**config.mk**
```make
export PLATFORM = sky130hd
export DESIGN_NAME = misc_ctl_reg
export DESIGN_NICKNAME = d
export VERILOG_FILES = /design/src/rtl/misc_ctl_pkg.sv /design/src/rtl/misc_cpu_lane.sv /design/src/rtl/misc_arb_next.sv /design/src/rtl/misc_ctl_reg.sv
export SDC_FILE = /design/constraint.sdc
export NUM_CORES = 1
export LEC_CHECK = 0
export BUFFER_PORTS_ARGS = -buffer_cell sky130_fd_sc_hd__buf_2
export CAP_MARGIN = 0
export CORE_MARGIN = 8
export CORE_UTILIZATION = 35
export CTS_CLUSTER_DIAMETER = 200
export DETAILED_ROUTE_END_ITERATION = 10
export GPL_TIMING_DRIVEN = 0
export PLACE_DENSITY = 0.79
export SYNTH_ARGS = -nofsm -noshare
export SYNTH_HDL_FRONTEND = slang
export SYNTH_SLANG_ARGS = --single-unit
```
**constraint.sdc**
```tcl
create_clock -name clk -period 1 [get_ports clk]
set_input_delay 0.2 -clock clk [delete_from_list [all_inputs] [get_ports clk]]
set_output_delay 0.2 -clock clk [all_outputs]
set_load 0.005 [all_outputs]
```
**src/rtl/misc_ctl_pkg.sv**
```systemverilog
package misc_ctl_pkg;
  localparam int CPUS      = 4;
  localparam int DW        = 64;
  localparam int ID_W      = $clog2(CPUS);
  localparam int ITI_LSB   = 4;
  localparam int IPI_LSB   = ITI_LSB + CPUS;
  localparam int REQ_LSB   = IPI_LSB + CPUS;
  localparam int ARB_W     = 4;
  localparam int OWN_LSB   = 16;
  localparam int TAKE_LSB  = OWN_LSB + ARB_W;
  localparam int WIPE_BIT  = TAKE_LSB;
  localparam int USER_LSB  = 40;
  localparam int USER_W    = 4;
endpackage

```
**src/rtl/misc_cpu_lane.sv**
```systemverilog
module misc_cpu_lane (
  input  logic wr_en,
  input  logic wclr_iti,
  input  logic wclr_ipi,
  input  logic req_ipi,
  input  logic hw_set,
  input  logic iti_q,
  input  logic ipi_q,
  output logic iti_d,
  output logic ipi_d,
  output logic clr_d
);
  logic sw_clr_iti;
  logic sw_clr_ipi;
  logic sw_req;

  always_comb begin
    sw_clr_iti = wr_en & wclr_iti;
    sw_clr_ipi = wr_en & wclr_ipi;
    sw_req     = wr_en & req_ipi;
    // hardware set wins over a simultaneous software clear
    iti_d      = (iti_q & ~sw_clr_iti) | hw_set;
    // request applied after the clear
    ipi_d      = (ipi_q & ~sw_clr_ipi) | sw_req;
    clr_d      = sw_clr_iti & ~hw_set;
  end
endmodule

```
**src/rtl/misc_arb_next.sv**
```systemverilog
module misc_arb_next #(
  parameter int W = 4
) (
  input  logic         wr_en,
  input  logic         wipe,
  input  logic [W-1:0] wr_take,
  input  logic [W-1:0] wr_own,
  input  logic [W-1:0] take_q,
  input  logic [W-1:0] own_q,
  output logic [W-1:0] take_d,
  output logic [W-1:0] own_d
);
  logic [W-1:0] take_base;
  logic [W-1:0] own_base;

  always_comb begin
    take_base = (wr_en && wipe) ? '0 : take_q;
    own_base  = (wr_en && wipe) ? '0 : own_q;
    take_d    = take_base;
    own_d     = own_base;
    if (wr_en) begin
      take_d = take_base | wr_take;
      if (own_base == '0) begin
        own_d = wr_own;
      end
    end
  end
endmodule

```
**src/rtl/misc_ctl_reg.sv**
```systemverilog
module misc_ctl_reg
  import misc_ctl_pkg::*;
(
  input  logic            clk,
  input  logic            rst_n,
  input  logic            wr_en,
  input  logic [DW-1:0]   wr_data,
  input  logic [ID_W-1:0] req_cpu,
  input  logic [CPUS-1:0] tmr_set,
  output logic [DW-1:0]   rd_data,
  output logic [CPUS-1:0] ipi_lvl,
  output logic [CPUS-1:0] tmr_clr
);
  logic [CPUS-1:0]   iti_q, iti_d;
  logic [CPUS-1:0]   ipi_q, ipi_d;
  logic [CPUS-1:0]   clr_q, clr_d;
  logic [ARB_W-1:0]  take_q, take_d;
  logic [ARB_W-1:0]  own_q, own_d;
  logic [USER_W-1:0] user_q, user_d;
  logic              unused_wr_bits;

  assign unused_wr_bits = ^{wr_data[DW-1:USER_LSB+USER_W],
                            wr_data[USER_LSB-1:TAKE_LSB+ARB_W],
                            wr_data[ITI_LSB-1:0]};

  for (genvar g = 0; g < CPUS; g++) begin : g_lane
    misc_cpu_lane u_lane (
      .wr_en    (wr_en),
      .wclr_iti (wr_data[ITI_LSB+g]),
      .wclr_ipi (wr_data[IPI_LSB+g]),
      .req_ipi  (wr_data[REQ_LSB+g]),
      .hw_set   (tmr_set[g]),
      .iti_q    (iti_q[g]),
      .ipi_q    (ipi_q[g]),
      .iti_d    (iti_d[g]),
      .ipi_d    (ipi_d[g]),
      .clr_d    (clr_d[g])
    );
  end

  misc_arb_next #(.W(ARB_W)) u_arb (
    .wr_en   (wr_en),
    .wipe    (wr_data[WIPE_BIT]),
    .wr_take (wr_data[TAKE_LSB +: ARB_W]),
    .wr_own  (wr_data[OWN_LSB +: ARB_W]),
    .take_q  (take_q),
    .own_q   (own_q),
    .take_d  (take_d),
    .own_d   (own_d)
  );

  always_comb begin
    user_d = wr_data[USER_LSB +: USER_W];
  end

  always_ff @(posedge clk or negedge rst_n) begin
    if (!rst_n) begin
      iti_q  <= '0;
      ipi_q  <= '0;
      clr_q  <= '0;
      take_q <= '0;
      own_q  <= '0;
    end else begin
      iti_q  <= iti_d;
      ipi_q  <= ipi_d;
      clr_q  <= clr_d;
      take_q <= take_d;
      own_q  <= own_d;
    end
  end

  always_ff @(posedge clk or negedge rst_n) begin
    if (!rst_n) begin
      user_q <= '0;
    end else if (wr_en) begin
      user_q <= user_d;
    end
  end

  always_comb begin
    rd_data                        = '0;
    rd_data[ID_W-1:0]              = req_cpu;
    rd_data[ITI_LSB +: CPUS]       = iti_q;
    rd_data[IPI_LSB +: CPUS]       = ipi_q;
    rd_data[OWN_LSB +: ARB_W]      = own_q;
    rd_data[TAKE_LSB +: ARB_W]     = take_q;
    rd_data[USER_LSB +: USER_W]    = user_q;
  end

  assign ipi_lvl = ipi_q;
  assign tmr_clr = clr_q;
endmodule

```
==> results_dict.tcl <==
set metrics [dict create \
    status "finished with violations" \
    violations "negative setup slack" \
    ys_ff_latch 24 \
    ys.flop_type "dfrtp_1" \
    cp-start-kind "register" \
    top_layer_used "met4" \
    async_flop_share 1.00 \
    synthTopCellsByCount "buf_4 (57), dfrtp_1 (24), a22o_1 (7), nand2_1 (7)" \
    worstMarginPinSlew_ns 0.537 \
    regToRegSetupSlack_ns 0.05 \
    synth_warnings 0 \
    synth_edf_count 0 \
    cts_tree "built" \
    h-tree-depth 1 \
    period_minus_slack_ns 1.11 \
    muxShareOfSynthArea 0.0323 \
    finalSetupViolCount 11 \
    final_util 0.538 \
    avgSynthCellArea_sq_um 10.7 \
    yosys.area_share.xor_xnor 0 \
    synth_top_family_by_area "buffers and inverters" \
    worstHoldStart "tmr_set[1]" \
    rsz0062_at_grt "true" \
    grtUsageTotal 0.108 \
    maxCapViolations 0 \
    cp-startpoint "ipi_lvl[1]" \
    synth_top_area_frac 0.431 \
    cp.required_ns 0.80 \
    postRouteAntennaNets 0 \
    port_buffers 59 \
    synth_fa_ha_area_frac 0 \
    yosysMostFrequentCell "buf_4" \
    antenna_found_initial 0 \
    nets 312 \
    wl_mm 3.53 \
    yosys.area_share.simple 0.0898 \
    leakage_nw 1.18 \
    crit_type "reg2out" \
    gp_congestion 0.713 \
    grt_overflow 0 \
    syn2layout_area_growth_pct 51.2 \
    synth_compound_area_frac 0.116 \
    layout-drive-gt1-share 0.567 \
    hpwl_mm 2.89 \
    core_area_sq_um 3910 \
    p_per_area_nw_per_um2 1310 \
    synth.distinct_cells 17 \
    arrival_ns 0.91 \
    maxSlewHeadroom 0.642 \
    cts_num_sinks 24 \
    grt_pass1_vias 1189 \
    detail_route.first_pass.iterations 4 \
    hold_viol 0 \
    row_count 23 \
    drt_iter0_markers 2 \
    wl_met3_um 496 \
    met2_length_mm 1.76 \
    yosys-top-cells-area "dfrtp_1 (43%), buf_4 (31%), a22o_1 (4.4%)" \
    grt_pass1_wl_mm 5.45 \
    dr_total_vias 1108 \
    syn_inst 130 \
    initial_utilization 0.356 \
    antenna_cells 0 \
    period_share 1.11 \
    critPathMaxFanout 3 \
    clkLatencyLatePin_ns 0.26 \
    cts_buffer_depth 2 \
    ctsRootBufferMaster "clkbuf_8" \
    pin_count 145 \
    drc 0 \
    yosysSeqAreaShare 0.431 \
    r2r_start "own_q[1]" \
    finalClockSkew_ns 0.000321 \
    die-height_um 79.1 \
    hold_class "in2reg" \
    grt_max_degree 25 \
    synthesis.area_sq_um 1390 \
    die_w_um 79.1 \
    setup_ws_ns -0.108 \
    die_area_sq_um 6260 \
    fmax_ghz 0.903 \
    wl_met1_mm 1.26 \
    cts_buffers 3 \
    via_per_inst 3.85 \
    yosys.area.top_type "dfrtp_1" \
    clk_transition_reported_paths_ns 0.08 \
    fin_hold_ws_ns 0.0927 \
    ir_worst_vdd_mv 0.836 \
    avgRoutedWirePerCell_um 12.3 \
    crit_path_end_kind "output pin" \
    slew_viol_final 0 \
]
path summary, 6_finish.rpt:
check | cells after the start | end
max | 2 | rd_data[9]
min | 2 | tmr_clr[1]
max reg2reg | 3 | own_q[2]
min reg2reg | 1 | take_q[0]
max in group asynchronous | 2 | take_q[1]
min in group asynchronous | 2 | iti_q[3]
metal layers:
| layer | vias to the layer above | GRT usage |
|---|---|---|
| met3 | 2 | 0.0655 |
| met1 | 488 | 0.101 |
| li1 | 550 | - |
| met5 | - | 0 |
| met4 | 0 | 0.0111 |
| met2 | 68 | 0.200 |
through the flow:
| stage | std cells | TNS, ns | power, mW | area [sq um] | setup WS (ns) |
|---|---|---|---|---|---|
| after floorplan | 171 | 0 | 1.56 | 1550 | 0.134 |
| after global routing | 288 | -1.70 | 2.94 | 2110 | -0.159 |
| after global placement | 280 | -0.0985 | 1.80 | 1910 | -0.0274 |
| after CTS | 286 | -0.994 | 2.76 | 2070 | -0.120 |
| final | 288 | -0.879 | 2.77 | 2110 | -0.108 |
| after detailed placement | 280 | -0.236 | 1.82 | 1910 | -0.0449 |
power breakdown:
group	internal [mW]	total, mW	switching (mW)	leakage (nW)
combinational	0.517	0.794	0.277	0.867
clock	0.534	0.832	0.298	0.0357
sequential	1.07	1.14	0.0730	0.277
cells by family after synthesis:
group / Yosys count
buffers and inverters: 60
muxes: 4
other: 1
AOI/OAI and AO/OA: 19
DFF: 24
and+or+nand+nor: 22
critical path, cell delays in order (launching register included):
cell and delay (ns):
dfrtp_1 0.42, buf_6 0.13, buf_6 0.10
layout make-up:
cell class	count	area, sq um
clock inverter	1	30.0
fill	361	1810
multi-input combinational	87	489
buffer	56	443
timing repair buffer	67	440
clock buffer	3	41.3
tap	50	62.6
sequential	24	601
flip-flops by register name, indices dropped and copies added (netlist names):
name     count
own_q        4
user_q       4
tmr_clr      4
iti_q        4
take_q       4
ipi_lvl      4
repair_timing:
item                                    in CTS  in global routing
endpoints found under the setup margin      16                 27
hold buffers                                 1                  0
setup buffers                                5                  2
endpoints found under the hold margin       24                  0
gates resized for setup                     13                  5
pin swaps                                    0                  4
cells in the final DEF (no fill, tap or decap):
master          n
conb_1         42
nand3_1         4
a21bo_2         4
nand2b_1        1
buf_4          54
nand2_2         2
mux2_2          4
nand4bb_1       4
clkbuf_8        3
buf_2          47
buf_8           1
dlygate4sd3_1   1
nor2_1          4
dfrtp_1        24
buf_6          19
bufinv_16       1
a21o_1          4
clkbuf_1        1
a22o_1          7
o211ai_1        4
nand2_1         7
Power figures use the tool's default switching activity.
